`src/rtl/ssp_pkg.sv`:
```
package ssp_pkg;
  typedef enum logic [1:0] {
    DST_NONE = 2'd0,
    DST_CTRL = 2'd1,
    DST_REF  = 2'd2,
    DST_DIV  = 2'd3
  } dest_e;
endpackage

```
`src/rtl/ssp_sync.sv`:
```
module ssp_sync #(
  parameter int W = 1
) (
  input  logic         clk,
  input  logic         rst_n,
  input  logic [W-1:0] d,
  output logic [W-1:0] q
);
  for (genvar i = 0; i < W; i++) begin : g_bit
    logic meta_r, stab_r;
    always_ff @(posedge clk or negedge rst_n) begin
      if (!rst_n) begin
        meta_r <= 1'b0;
        stab_r <= 1'b0;
      end else begin
        meta_r <= d[i];
        stab_r <= meta_r;
      end
    end
    assign q[i] = stab_r;
  end
endmodule

```
`src/rtl/ssp_shifter.sv`:
```
module ssp_shifter #(
  parameter int CHAIN_W = 24,
  parameter int CTRL_W  = 8,
  parameter int REF_W   = 16,
  parameter int N_W     = 12,
  parameter int A_W     = 6,
  parameter int CNT_W   = 7
) (
  input  logic              clk,
  input  logic              rst_n,
  input  logic              shift_en,
  input  logic              din,
  input  logic              clr,
  output logic              msb_o,
  output logic [CTRL_W-1:0] ctrl_o,
  output logic [REF_W-1:0]  ref_o,
  output logic [N_W-1:0]    n_o,
  output logic [A_W-1:0]    a_o,
  output logic [CNT_W-1:0]  cnt_o
);
  logic [CHAIN_W-1:0] chain_r;
  logic [CNT_W-1:0]   cnt_r;

  always_ff @(posedge clk or negedge rst_n) begin
    if (!rst_n) begin
      chain_r <= '0;
    end else if (shift_en) begin
      chain_r <= {chain_r[CHAIN_W-2:0], din};
    end
  end

  // bit counter saturates so overlong bursts never wrap onto a valid length
  always_ff @(posedge clk or negedge rst_n) begin
    if (!rst_n) begin
      cnt_r <= '0;
    end else if (clr) begin
      cnt_r <= '0;
    end else if (shift_en && (cnt_r != '1)) begin
      cnt_r <= cnt_r + 1'b1;
    end
  end

  assign msb_o  = chain_r[CHAIN_W-1];
  assign ctrl_o = chain_r[CTRL_W-1:0];
  assign ref_o  = chain_r[REF_W-1:0];
  assign n_o    = chain_r[CHAIN_W-1 -: N_W];
  assign a_o    = chain_r[A_W-1:0];
  assign cnt_o  = cnt_r;
endmodule

```
`src/rtl/ssp_regbank.sv`:
```
module ssp_regbank
  import ssp_pkg::*;
#(
  parameter int CTRL_W = 8,
  parameter int REF_W  = 16,
  parameter int DIV_W  = 24,
  parameter int N_W    = 12,
  parameter int A_W    = 6,
  parameter int CNT_W  = 7
) (
  input  logic              clk,
  input  logic              rst_n,
  input  logic              commit,
  input  logic [CNT_W-1:0]  cnt,
  input  logic [CTRL_W-1:0] ctrl_w,
  input  logic [REF_W-1:0]  ref_w,
  input  logic [N_W-1:0]    n_w,
  input  logic [A_W-1:0]    a_w,
  input  logic              ref_tc,
  output logic [CTRL_W-1:0] ctrl_q,
  output logic [REF_W-1:0]  ref_q,
  output logic [N_W-1:0]    n_q,
  output logic [A_W-1:0]    a_q,
  output logic              ctrl_ld,
  output logic              ref_ld,
  output logic              div_ld
);
  localparam logic [CNT_W-1:0] LEN_CTRL = CNT_W'(CTRL_W);
  localparam logic [CNT_W-1:0] LEN_REF  = CNT_W'(REF_W);
  localparam logic [CNT_W-1:0] LEN_DIV  = CNT_W'(DIV_W);

  dest_e            dest;
  logic [REF_W-1:0] stage_r;
  logic             pend_r;

  always_comb begin
    if (cnt == LEN_CTRL)     dest = DST_CTRL;
    else if (cnt == LEN_REF) dest = DST_REF;
    else if (cnt == LEN_DIV) dest = DST_DIV;
    else                     dest = DST_NONE;
  end

  always_ff @(posedge clk or negedge rst_n) begin
    if (!rst_n) begin
      ctrl_q  <= '0;
      ref_q   <= '0;
      stage_r <= '0;
      pend_r  <= 1'b0;
      n_q     <= '0;
      a_q     <= '0;
      ctrl_ld <= 1'b0;
      ref_ld  <= 1'b0;
      div_ld  <= 1'b0;
    end else begin
      ctrl_ld <= 1'b0;
      ref_ld  <= 1'b0;
      div_ld  <= 1'b0;
      // safe-point transfer of the staged reference value
      if (ref_tc && pend_r) begin
        ref_q  <= stage_r;
        ref_ld <= 1'b1;
        pend_r <= 1'b0;
      end
      if (commit) begin
        unique case (dest)
          DST_CTRL: begin
            ctrl_q  <= ctrl_w;
            ctrl_ld <= 1'b1;
          end
          DST_REF: begin
            stage_r <= ref_w;
            pend_r  <= 1'b1;
          end
          DST_DIV: begin
            n_q    <= n_w;
            a_q    <= a_w;
            div_ld <= 1'b1;
          end
          default: ;
        endcase
      end
    end
  end

  // strobes are single-cycle
  assert_ctrl_ld_pulse_R8: assert property (@(posedge clk) disable iff (!rst_n)
    ctrl_ld |=> !ctrl_ld);
  assert_div_ld_pulse_R8: assert property (@(posedge clk) disable iff (!rst_n)
    div_ld |=> !div_ld);
  // active reference moves only after a terminal-count pulse
  assert_ref_ld_after_tc_R6: assert property (@(posedge clk) disable iff (!rst_n)
    ref_ld |-> $past(ref_tc));
  assert_ref_hold_R6: assert property (@(posedge clk) disable iff (!rst_n)
    !ref_ld |-> (ref_q == $past(ref_q)));
  // control word holds unless strobed
  assert_ctrl_hold_R4: assert property (@(posedge clk) disable iff (!rst_n)
    !ctrl_ld |-> (ctrl_q == $past(ctrl_q)));
  // divider fields hold unless strobed
  assert_div_hold_R5: assert property (@(posedge clk) disable iff (!rst_n)
    !div_ld |-> ({n_q, a_q} == $past({n_q, a_q})));
endmodule

```
`src/rtl/ssp_loader.sv`:
```
module ssp_loader #(
  parameter int CTRL_W = 8,
  parameter int REF_W  = 16,
  parameter int N_W    = 12,
  parameter int A_W    = 6,
  parameter int DIV_W  = 24
) (
  input  logic              clk,
  input  logic              rst_n,
  input  logic              ser_clk,
  input  logic              ser_din,
  input  logic              ser_en_n,
  input  logic              ref_tc,
  output logic              ser_out,
  output logic [CTRL_W-1:0] ctrl_q,
  output logic [REF_W-1:0]  ref_q,
  output logic [N_W-1:0]    div_n_q,
  output logic [A_W-1:0]    div_a_q,
  output logic              ctrl_ld,
  output logic              ref_ld,
  output logic              div_ld
);
  localparam int CNT_W = $clog2(DIV_W) + 2;

  logic [2:0] raw_in, sync_q;
  logic       sclk_s, din_s, en_s;
  logic       sclk_prev, en_prev;
  logic       sclk_rise, en_rise, en_fall;
  logic       shift_en;

  logic [CTRL_W-1:0] ctrl_w;
  logic [REF_W-1:0]  ref_w;
  logic [N_W-1:0]    n_w;
  logic [A_W-1:0]    a_w;
  logic [CNT_W-1:0]  cnt;

  assign raw_in = {ser_en_n, ser_din, ser_clk};

  ssp_sync #(.W(3)) u_sync (
    .clk(clk), .rst_n(rst_n), .d(raw_in), .q(sync_q)
  );

  assign sclk_s = sync_q[0];
  assign din_s  = sync_q[1];
  assign en_s   = sync_q[2];

  always_ff @(posedge clk or negedge rst_n) begin
    if (!rst_n) begin
      sclk_prev <= 1'b0;
      en_prev   <= 1'b0;
    end else begin
      sclk_prev <= sclk_s;
      en_prev   <= en_s;
    end
  end

  assign sclk_rise = sclk_s & ~sclk_prev;
  assign en_rise   = en_s & ~en_prev;
  assign en_fall   = ~en_s & en_prev;
  assign shift_en  = ~en_s & sclk_rise;

  ssp_shifter #(
    .CHAIN_W(DIV_W), .CTRL_W(CTRL_W), .REF_W(REF_W),
    .N_W(N_W), .A_W(A_W), .CNT_W(CNT_W)
  ) u_shift (
    .clk(clk), .rst_n(rst_n), .shift_en(shift_en), .din(din_s),
    .clr(en_fall | en_rise), .msb_o(ser_out), .ctrl_o(ctrl_w),
    .ref_o(ref_w), .n_o(n_w), .a_o(a_w), .cnt_o(cnt)
  );

  ssp_regbank #(
    .CTRL_W(CTRL_W), .REF_W(REF_W), .DIV_W(DIV_W),
    .N_W(N_W), .A_W(A_W), .CNT_W(CNT_W)
  ) u_bank (
    .clk(clk), .rst_n(rst_n), .commit(en_rise), .cnt(cnt),
    .ctrl_w(ctrl_w), .ref_w(ref_w), .n_w(n_w), .a_w(a_w),
    .ref_tc(ref_tc), .ctrl_q(ctrl_q), .ref_q(ref_q),
    .n_q(div_n_q), .a_q(div_a_q), .ctrl_ld(ctrl_ld),
    .ref_ld(ref_ld), .div_ld(div_ld)
  );

  // with the synchronized enable high, the chain does not move
  assert_chain_frozen_R3: assert property (@(posedge clk) disable iff (!rst_n)
    en_s |=> $stable({ser_out, n_w, ref_w}));
endmodule

```
`config.mk`:
```
export PLATFORM = sky130hd
export DESIGN_NAME = ssp_loader
export DESIGN_NICKNAME = d
export VERILOG_FILES = /design/src/rtl/ssp_pkg.sv /design/src/rtl/ssp_sync.sv /design/src/rtl/ssp_shifter.sv /design/src/rtl/ssp_regbank.sv /design/src/rtl/ssp_loader.sv
export SDC_FILE = /design/constraint.sdc
export NUM_CORES = 1
export LEC_CHECK = 0
export ABC_AREA = 1
export BUFFER_PORTS_ARGS = -buffer_cell sky130_fd_sc_hd__clkbuf_2
export CAP_MARGIN = 20
export CORE_MARGIN = 1
export CORE_UTILIZATION = 50
export CTS_BUF_LIST = sky130_fd_sc_hd__clkbuf_8
export DETAILED_ROUTE_END_ITERATION = 6
export PLACE_DENSITY = 0.69
export RECOVER_POWER = 50
export SLEW_MARGIN = 40
export SYNTH_ARGS = -nofsm -noshare
export SYNTH_HDL_FRONTEND = slang
export SYNTH_SLANG_ARGS = --single-unit
```
`constraint.sdc`:
```
create_clock -name clk -period 1.65 [get_ports clk]
set_input_delay 0.33 -clock clk [delete_from_list [all_inputs] [get_ports clk]]
set_output_delay 0.33 -clock clk [all_outputs]
set_load 0.01 [all_outputs]
```
After elaboration in Yosys (flattened, before gate mapping)
Index checks and enable logic that the tools add are counted.

storage, ports and cells
  register bits = 101
  input port bits = 6
  output and inout port bits = 46
  logic and storage cells = 54

cells by class
  add/subtract/negate cells = 1
  equality and inequality tests = 7
  mux-type cells = 13
  bitwise operators = 8
  reduce and logical (&&, ||, !) cells = 6

operators by type and width
  operator               count
  $eq A7 B5 Y1 const B   2
  $mux W7                2
  $mux W1                8
  $add A7 B1 Y7 const B  1
  $eq A7 B4 Y1 const B   1
  $ne A7 B7 Y1 const B   1
  $mux W2                3
  $reduce_and A2 Y1      3
  $and A1 B1 Y1          4
  $eq A2 B2 Y1 const B   2
  $not A1 Y1             3
  $eq A2 B1 Y1 const B   1
  $logic_and A1 B1 Y1    2
  $reduce_bool A2 Y1     1
  $or A1 B1 Y1           1

Logic depth before layout (Yosys ltp)
Gate-level depths: netlist of run 1.

  depth after elaboration = 7
  depth in mapped cells = 8
  depth with buffers taken out = 8

Cells and area by module
From an unflattened synthesis of run 1, not the netlist that was laid out.

second synthesis, totals
  cells, all modules = 476
  area total of the unflattened synthesis = 4332.9 um^2

by module, submodules not included
  module       instances  cells each  area each (um^2)  sequential area each (um^2)
  ssp_regbank  1          283         2588.7            1551.5
  ssp_shifter  1          176         1487.7            775.7
  ssp_sync     1          9           172.7             150.1
  ssp_loader   1          8           83.8              50.0

Worst setup path after synthesis of run 1
OpenSTA, ideal clock, no wires.

  path type = register to register
  start point = register u_shift.cnt_r[0] (netlist: u_shift.cnt_o[0])
  end point = register u_bank.stage_r[12]
  setup time = 0.118 ns
  arrival time = 1.313 ns
  data required time = 1.532 ns
  path slack = 0.219 ns
  stages on the path, launching flop included = 9
  buffers on the path = 1
  clock period less this slack = 1.431 ns
  cell sequence = dfrtp_1 > inv_1 > ha_1 > inv_1 > nor3_4 > nand3_2 > buf_6 > nand2_2 > o21ai_2

on the way
  longest elaborated chain between the ends = 6
  elaborated cells on any way between the ends = 8
  those cells by class = eq/ne: 4; mux: 3; reduce/logical: 1

ends and longest elaborated chain
  what                           line               text
  start, declared                ssp_shifter.sv:22  logic [CNT_W-1:0] cnt_r;
  start signal, assigned         ssp_shifter.sv:39  cnt_r <= cnt_r + 1'b1;
  $eq A7 B5 Y1                   ssp_regbank.sv:39  else if (cnt == LEN_DIV) dest = DST_DIV;
  $mux W2                        ssp_regbank.sv:39
  $mux W2                        ssp_regbank.sv:38  else if (cnt == LEN_REF) dest = DST_REF;
  $mux W2 *                      ssp_regbank.sv:37  if (cnt == LEN_CTRL) dest = DST_CTRL;
  $eq A2 B2 Y1 *                 ssp_regbank.sv:65  unique case (dest)
  $reduce_and A2 Y1 (no line) *  n/a
  end signal, assigned           ssp_regbank.sv:71  stage_r <= ref_w;
  end, declared                  ssp_regbank.sv:33  logic [REF_W-1:0] stage_r;

Every way passes the cells marked *; elsewhere a longest branch is shown, timed or not.
A chain may end at the register's enable or synchronous reset.

Final worst setup path of run 1
  start point = register u_shift.cnt_r[1] (netlist: u_shift.cnt_o[1])
  end point = register u_bank.stage_r[9]

Same word-level chain as after synthesis.

==> flow_summary.ini, run 1 <==
[placed_design]
dpl_cell_area_mm2 = 0.00432
place_congestion = 0.835
port_buffers = 51
place_inst = 532
post-dp-hpwl_um = 4670

[route]
routed_wirelength_um = 7300
met1Wirelength_um = 3610
drt_iter0_drc = 104
routedWlPerCell_um = 13.1
routed.top_layer = met4
wl_met2_um = 3320
wl_met3_um = 269
vias = 2721
vias_per_cell = 4.88
drcViolationCount = 0
antenna_left = 0
dr.pass1.iters = 4

[timing]
holdWs_ns = 0.0695
tightest_slew_ns = 0.613
finalHoldViolations = 0
post-route-period-util = 0.987
clock_skew_ns = 0.0126
setup_viol = 0
grt_setup_unrepaired = true
slew_headroom = 0.592
max_freq_mhz = 614
drv_slew = 0
post-route-min-period_ns = 1.63

[final_layout]
final_common_cell = nand2_1
fin_area_mm2 = 0.00465
nFillCells = 638
drive_gt1_frac = 0.275
nets = 463
final_cell_mix = nand2_1 (123), dfrtp_1 (101), clkbuf_2 (53), inv_1 (38), o21ai_0 (28)
final_cell_count_no_fill = 558
final_core_util = 0.624
area_growth_syn_to_layout_pct = 18.0
diodes = 0

[power_and_ir_drop]
leakagePower_nw = 2.34
total_power_mw = 4.26
vdd_drop_max_uv = 509
power_density_mw_per_mm2 = 916

[synth]
ys_seq_elements = 101
yosysTopAreaCellShare = 0.642
yosys_warnings = 0
avgSynthCellArea_um2 = 10.1
synth_top_area_cell = dfrtp_1
seq_area_frac_synth = 0.642
syn-num-nets = 397
netlist-cell-type-count = 23
syn_area_mm2 = 0.00394
syn_inst = 388
ys_top_cells_by_area = dfrtp_1 (64%), nand2_1 (12%), o21ai_2 (5.3%)

[cts]
h-tree-depth = 3
cts_tree = done
clk_pin_slew_ns = 0.10
clkLatencyLatePin_ns = 0.36
clockBufferDepth = 2
clock-sinks = 101
cts-root-buf = clkbuf_8
numCtsBuffers = 9

[floorplanning]
dieArea_mm2 = 0.00823
ios = 52
core_area_mm2 = 0.00745
rows = 31
die_height_um = 90.7
fp.dieW_um = 90.7
start_util = 0.529

[global_routing]
grt_pass1_vias = 2629
antenna_found_initial = 0
grt_max_degree = 34
grt_pass1_wl_um = 12500
grt-ovfl-total = 0
grt_usage = 0.192

[critical_path]
reg2reg_depth = 9
r2r_setup_slack_ns = 0.02
worst_r2r_endpoint = u_bank.stage_r[9]
worstSetupPathType = register to register
crit_required_ns = 1.91
arrival_ns = 1.89
worstSetupEndpointType = register
startpoint_type = register
cp_max_fo = 8
r2r_start = u_shift.cnt_o[1]
crit_start = u_shift.cnt_o[1]

[worst_hold_path]
hold_start = ser_din
hold_path_depth = 1
hp-class = input port to register
worstHoldEndpoint = u_sync.g_bit[1].meta_r

[flow_run]
maxCapViolCount = 0

[status]
status = finished, final reports clean
-- stage by stage --
stage | setup slack (ns) | TNS, ns
6_report | 0.0207 | 0
5_1_grt | -0.0568 | -0.793
4_1_cts | 0.0590 | 0
3_5_place_dp | 0.00779 | 0
3_3_place_gp | 0.101 | 0
2_1_floorplan | 0.219 | 0
-- cells in the mapped netlist, drive strengths merged --
cell	n
nand2	130
buf	10
o21ai	69
clkbuf	5
ha	3
inv	41
xor2	1
a21oi	2
nor3	3
dfrtp	101
nand4	2
nand3	14
nor2	6
clkinv	1
-- logic make-up after synthesis --
| kind of cell | share of synthesized area |
|---|---|
| buffers and inverters | 0.0667 |
| adder cells (fa/ha/maj) | 0.00954 |
| XOR/XNOR | 0.00223 |
| AND/OR/NAND/NOR | 0.166 |
| flip-flops | 0.642 |
| AO/OA/AOI/OAI | 0.113 |
-- state kept, by name (all words and copies together) (netlist names) --
name / cells
u_bank.stage_r: 16
u_sync.g_bit.meta_r: 3
en_prev: 1
u_bank.ctrl_ld: 1
u_shift.cnt_o: 7
u_bank.ctrl_q: 8
sclk_prev: 1
u_bank.ref_q: 16
u_sync.g_bit.stab_r: 3
u_bank.n_q: 12
u_bank.ref_ld: 1
u_bank.div_ld: 1
u_bank.pend_r: 1
u_shift.chain_r: 24
u_bank.a_q: 6
-- layout make-up --
class                   instances  area (um^2)  area share
inverters                      42          158      0.0339
flip-flops and latches        101         2530       0.544
clock buffers                   9          124      0.0267
repair buffers                 69          460      0.0991
clock inverters                 7         67.6      0.0145
well taps                      99          124      0.0267
multi-input cells             231         1180       0.255
-- power breakdown --
part           total (mW)  switching, mW  internal [mW]
sequential           2.56         0.0269           2.53
clock                1.47          0.886          0.581
combinational       0.229          0.179         0.0497
total                4.26           1.09           3.16
-- metal layers --
metal  vias up  GRT usage
li1       1365          -
met1      1296      0.278
met5         -          0
met2        52      0.282
met3         8     0.0362
met4         0     0.0860
-- worst max path at each step --
stage,end,slack [ns],depth (start not counted)
detailed placement,u_bank.n_q[7],0.008,7
finish,u_bank.stage_r[9],0.02,9
global route,u_bank.stage_r[9],-0.06,9
floorplan,u_bank.stage_r[12],0.22,8
global placement,u_bank.n_q[0],0.10,7
CTS,u_bank.stage_r[2],0.06,9
-- repair_timing --
item                                   in CTS  in global routing
buffers inserted                            3                  1
gates resized for setup                     1                  8
endpoints found under the hold margin      21                  0
setup endpoints to repair                   2                 35
gates cloned                                1                  4
hold buffers                                1                  0
pin swaps                                   1                  1
-- critical path, stage by stage, from the launching register on --
cell and delay (ns):
dfrtp_1 0.42, inv_1 0.07, ha_1 0.15, inv_2 0.05
nor3_4 0.21, buf_6 0.13, nand3_4 0.14, clkbuf_16 0.22
nand2_1 0.07, o21ai_2 0.05
No activity file was read; power rests on OpenSTA's default activity.
==> inputs of run 2 (changes only) <==
Settings changed: ABC_AREA 1 to unset.
==> run 2 against run 1 <==
The run now ends with setup timing left. Clock skew down 0.0043 ns. Final cell count down 27%. Utilization up 1.9 points. Synthesized cell count down 41%. Maximum frequency down 6.2%. Total power up 8.1%. Sequential power up 5%. Combinational power down 3%. Routed wire length down 9.0%. Via count down 22%. Critical path depth down 3. Critical path type unchanged. Critical endpoint is now u_bank.stage_r[3]. Largest cell class unchanged.
==> flow_summary.ini, run 2 <==
[synth]
synth_mux_area_frac = 0.247
synth_top_area_cell = dfrtp_1
seq_area_frac_synth = 0.662
yosysMostFrequentCell = dfrtp_1
ys_seq_elements = 101
synth_edf_count = 0
yosys.area_share.adder = 0.00983
netlist-cell-type-count = 27
yosys_warnings = 0
synthArstFlopShare = 1.00
ys.flop_type = dfrtp_1
yosysTopAreaCellShare = 0.662
synthTopCellsByCount = dfrtp_1 (101), mux2_2 (82), inv_1 (6), nand2_1 (6), clkbuf_1 (4)
syn_inst = 230
ys_top_cells_by_area = dfrtp_1 (66%), mux2_2 (24%), nor4b_4 (1.2%)
syn-num-nets = 239
synth_top_family_by_area = multiplexers
synth_simple_gate_area_frac = 0.0426
avgSynthCellArea_um2 = 16.6
synth-xor-area-share = 0
synth_compound_area_frac = 0.0213
syn_area_mm2 = 0.00382

[placed_design]
post-dp-hpwl_um = 4270
place_congestion = 0.760
dpl_cell_area_mm2 = 0.00439
port_buffers = 51

[critical_path]
max_stage_delay_ns = 0.40
r2r_setup_slack_ns = -0.09
r2r_start = u_shift.cnt_o[0]
worst_path_max_delay_cell = dfrtp_1
crit_chain = inv_2 > ha_4 > nand4bb_4 > nor4b_4 > buf_6 > mux2_2
worst_r2r_endpoint = u_bank.stage_r[3]
reg2reg_depth = 6
crit_required_ns = 1.90
worstSetupPathType = register to register
worstSetupEndpointType = register
cp_max_fo = 11
arrival_ns = 1.99
startpoint_type = register

[timing]
finalHoldViolations = 0
finalSetupTns_ns = -1.40
setup_slack_ns = -0.0866
max_freq_mhz = 576
clock_skew_ns = 0.00825
drv_slew = 0
post-route-min-period_ns = 1.74
holdWs_ns = 0.0627
grt_setup_unrepaired = true
post-route-period-util = 1.05
tightest_slew_ns = 0.795
setup_viol = 31
slew_headroom = 0.470

[cts]
h-tree-depth = 3
numCtsBuffers = 9
cts_tree = done
cts-root-buf = clkbuf_8
clock-sinks = 101
clockBufferDepth = 2
clkLatencyLatePin_ns = 0.37
clk_pin_slew_ns = 0.09

[route]
drt_iter0_drc = 81
vias = 2118
routedWlPerCell_um = 16.2
vias_per_cell = 5.18
antenna_left = 0
dr.pass1.iters = 6
drcViolationCount = 0
routed_wirelength_um = 6640

[global_routing]
antenna_found_initial = 0
grt_pass1_vias = 2108
grt_max_degree = 38
grt_pass1_wl_um = 10900
grt_usage = 0.189
grt-ovfl-total = 0

[power_and_ir_drop]
leakagePower_nw = 2.41
power_density_mw_per_mm2 = 976
vdd_drop_max_uv = 518

[status]
status = finished, violations left
violations = setup timing

[final_layout]
largest_register_ff_count = 24
regMostFlops = u_shift.chain_r
diodes = 0
area_growth_syn_to_layout_pct = 23.5
fin_area_mm2 = 0.00472
final_cell_mix = dfrtp_1 (101), mux2_2 (53), clkbuf_2 (51), mux2_4 (29)
final_common_cell = dfrtp_1
drive_gt1_frac = 0.581
largestRegisters = u_shift.chain_r (24), u_bank.ref_q (16), u_bank.stage_r (16)
nets = 314
nFillCells = 560

[floorplanning]
dieArea_mm2 = 0.00799
rows = 31
start_util = 0.521
fp.dieW_um = 89.4
core_area_mm2 = 0.00733
ios = 52
die_height_um = 89.4

[worst_hold_path]
hold_path_depth = 1
hp-class = input port to register
hold_start = ser_en_n
worstHoldEndpoint = u_sync.g_bit[2].meta_r

[flow_run]
maxCapViolCount = 0
run 2: where the power goes:
| group | internal (mW) | switching (mW) |
|---|---|---|
| clock network | 0.849 | 0.827 |
| registers | 2.58 | 0.126 |
| logic | 0.116 | 0.106 |
run 2: per-layer routing:
layer  vias to the layer above  routed length [um]  GRT usage
met2                        45                3130      0.281
li1                        974                   -          -
met1                      1091                3170      0.263
met5                         -                   0          0
met3                         8                 247     0.0582
met4                         0                  92     0.0693
run 2: cells by family (layout without fill, tap and decap cells):
kind of cell / count (synthesis) / after routing
flip-flops: 101 / 101
multiplexers: 84 / 84
AND/OR/NAND/NOR: 17 / 17
buffers and inverters: 14 / 94
AO/OA/AOI/OAI: 11 / 11
adder cells (fa/ha/maj): 3 / 3
run 2: worst max path at each step:
stage / startpoint / slack, ns / cells after the start / end
final: u_shift.cnt_o[0] / -0.09 / 6 / u_bank.stage_r[3]
after global routing: en_prev / -0.17 / 6 / u_bank.stage_r[4]
after CTS: u_shift.cnt_o[1] / -0.11 / 6 / u_bank.ctrl_q[3]
after detailed placement: u_shift.cnt_o[0] / -0.13 / 6 / u_bank.stage_r[1]
after global placement: u_shift.cnt_o[0] / -0.09 / 6 / u_bank.stage_r[14]
after floorplan: u_shift.cnt_o[0] / -0.24 / 6 / u_bank.stage_r[10]
run 2: worst max-delay path, delay by kind of cell (launching register included):
family / cells / cell delay [ns]
adders and majority gates: 1 / 0.14
buffers and inverters: 2 / 0.29
and+or+nand+nor: 2 / 0.44
muxes: 1 / 0.34
DFF: 1 / 0.40
run 2: timing repair:
item | in CTS | in global routing
gates cloned | 1 | 0
gates resized for setup | 19 | 8
endpoints found under the hold margin | 30 | 0
pin swaps | 1 | 1
hold buffers | 1 | 0
setup endpoints to repair | 42 | 42
buffers inserted | 3 | 1
run 2: per-stage QoR:
stage / power, mW / util / worst slack (ns) / cells
floorplan: 2.83 / - / -0.245 / 230
global placement: 2.97 / 0.599 / -0.0941 / 388
detailed placement: 2.98 / 0.599 / -0.129 / 388
CTS: 4.65 / 0.646 / -0.111 / 409
global route: 4.80 / 0.643 / -0.170 / 409
finish: 4.60 / 0.643 / -0.0866 / 409
run 2: layout make-up:
class / count / area [um^2] / share of cell area
clock buffers: 9 / 124 / 0.0263
clock inverters: 7 / 90.1 / 0.0191
inverters: 6 / 22.5 / 0.00478
multi-input cells: 115 / 1360 / 0.288
flip-flops and latches: 101 / 2530 / 0.536
well taps: 99 / 124 / 0.0263
repair buffers: 72 / 470 / 0.0998
==> inputs of run 3 (changes only) <==
Settings changed: CELL_PAD_IN_SITES_DETAIL_PLACEMENT set to 1, CELL_PAD_IN_SITES_GLOBAL_PLACEMENT set to 1, PLACE_DENSITY 0.69 to 0.8.
==> run 3 against run 2 <==
The run still ends with setup timing left. Total power about the same. Clock power decreased by 4%. Global-route usage increased by 4.9 points. Worst hold slack got worse by 0.0041 ns. Maximum frequency decreased by 5.2%. Sequential share of layout area decreased by 1.7 points. Routed wire length increased by 38%. Largest power group unchanged.
==> flow_summary.ini, run 3 (same netlist as run 2, synthesis figures left out) <==
[status]
status = finished, violations left
violations = setup timing

[global_routing]
grt_pass1_wl_um = 13500
top_usage_layer = met2
grtUsageMet3 = 0.0609
antenna_found_initial = 0
grt_pass1_vias = 2388
grt_max_degree = 32
grt_util_met1 = 0.314
grt-ovfl-total = 0
met2_usage = 0.393
grt_usage = 0.238

[power_and_ir_drop]
vdd_drop_max_uv = 552
leakagePower_nw = 2.47
total_power_mw = 4.60
power_density_mw_per_mm2 = 945

[critical_path]
crit_start = u_shift.cnt_o[1]
max_stage_delay_ns = 0.41
arrival_ns = 2.09
reg2reg_depth = 7
startpoint_type = register
worstSetupEndpointType = register
crit_chain = inv_2 > ha_4 > nand4bb_4 > nor4b_4 > buf_6 > clkbuf_16 > mux2_2
cp_max_fo = 8
r2r_start = u_shift.cnt_o[1]
worstSetupPathType = register to register
crit_required_ns = 1.91
worst_path_max_delay_cell = dfrtp_1

[cts]
cts-root-buf = clkbuf_8
clkLatencyLatePin_ns = 0.37
clockBufferDepth = 2
clock-sinks = 101
cts_tree = done
numCtsBuffers = 9
clk_pin_slew_ns = 0.10
h-tree-depth = 3

[timing]
clock_skew_ns = 0.0123
grt_setup_unrepaired = true
finalHoldViolations = 0
post-route-period-util = 1.11
tightest_slew_ns = 0.598
post-route-min-period_ns = 1.83
setup_viol = 35
max_freq_mhz = 546
finalSetupTns_ns = -3.79
setup_slack_ns = -0.181
drv_slew = 0
slew_headroom = 0.601

[route]
drcViolationCount = 0
routedWlPerCell_um = 22.0
routed_wirelength_um = 9170
antenna_left = 0
drt_iter0_drc = 100
dr.pass1.iters = 5
vias = 2236
vias_per_cell = 5.36

[floorplanning]
fp.dieW_um = 89.4
ios = 52
dieArea_mm2 = 0.00799
start_util = 0.521
die_height_um = 89.4
rows = 31
core_area_mm2 = 0.00733

[worst_hold_path]
hold_start = ser_din
hold_path_depth = 1
hp-class = input port to register

[final_layout]
area_growth_syn_to_layout_pct = 27.6
drive_gt1_frac = 0.604
regMostFlops = u_shift.chain_r
largest_register_ff_count = 24
diodes = 0
largestRegisters = u_shift.chain_r (24), u_bank.ref_q (16), u_bank.stage_r (16)
nets = 323
final_common_cell = dfrtp_1
final_cell_count_no_fill = 417
final_cell_mix = dfrtp_1 (101), clkbuf_2 (53), mux2_2 (44), mux2_4 (38), buf_4 (12)

[placed_design]
port_buffers = 51
place_congestion = 0.737
post-dp-hpwl_um = 5410
place_inst = 393

[flow_run]
maxCapViolCount = 0
==> run 3: layout make-up <==
class / count / area (um^2)
Clock buffer: 10 / 138
Multi-Input combinational cell: 115 / 1420
Timing Repair Buffer: 81 / 581
Tap cell: 99 / 124
Fill cell: 661 / 2460
Sequential cell: 101 / 2530
Inverter: 6 / 22.5
Clock inverter: 5 / 60.1
==> run 3: what timing repair did <==
action | in CTS | in global routing
gates resized for setup | 21 | 18
endpoints found under the setup margin | 42 | 47
buffers inserted | 2 | 3
hold buffers | 1 | 0
pin swaps | 1 | 1
cloned | 1 | 3
endpoints found under the hold margin | 16 | 0
==> run 3: critical path: cells and delay by family, from the launching register on <==
| family | cells | cell delay [ns] |
|---|---|---|
| flops | 1 | 0.41 |
| mux | 1 | 0.33 |
| buf+inv | 3 | 0.41 |
| fa+ha+maj | 1 | 0.14 |
| simple gates | 2 | 0.43 |
==> run 3: path summary, 6_finish.rpt <==
path | to | slack, ns
min reg2reg | u_sync.g_bit[1].stab_r | 0.37
max reg2reg | u_bank.stage_r[11] | -0.18
max in group asynchronous | u_bank.stage_r[6] | 0.22
min | u_sync.g_bit[1].meta_r | 0.06
min in group asynchronous | u_shift.cnt_o[2] | 0.46
max | u_bank.stage_r[11] | -0.18
==> run 3: per-stage QoR <==
step / hold WS, ns / cell area, um^2 / utilization / setup slack, ns
6_report: 0.0586 / 4870 / 0.664 / -0.181
4_1_cts: 0.0522 / 4770 / 0.650 / -0.131
3_3_place_gp: 0.243 / 4440 / 0.606 / -0.0805
3_5_place_dp: 0.249 / 4440 / 0.606 / -0.153
2_1_floorplan: 0.0344 / 3880 / - / -0.245
5_1_grt: 0.0483 / 4870 / 0.664 / -0.220
==> run 3: per-layer routing <==
layer / wire length [um] / vias to the layer above / part of all wire
met5: 0 / - / 0
met2: 4780 / 47 / 0.52
met4: 109 / 0 / 0.012
met1: 4050 / 1195 / 0.44
li1: - / 983 / -
met3: 239 / 11 / 0.026
==> run 3: power breakdown <==
group          leakage, nW  switching [mW]  internal, mW  total, mW
combinational        0.991           0.128         0.127      0.255
clock               0.0987           0.867         0.740       1.61
sequential            1.38           0.161          2.58       2.74
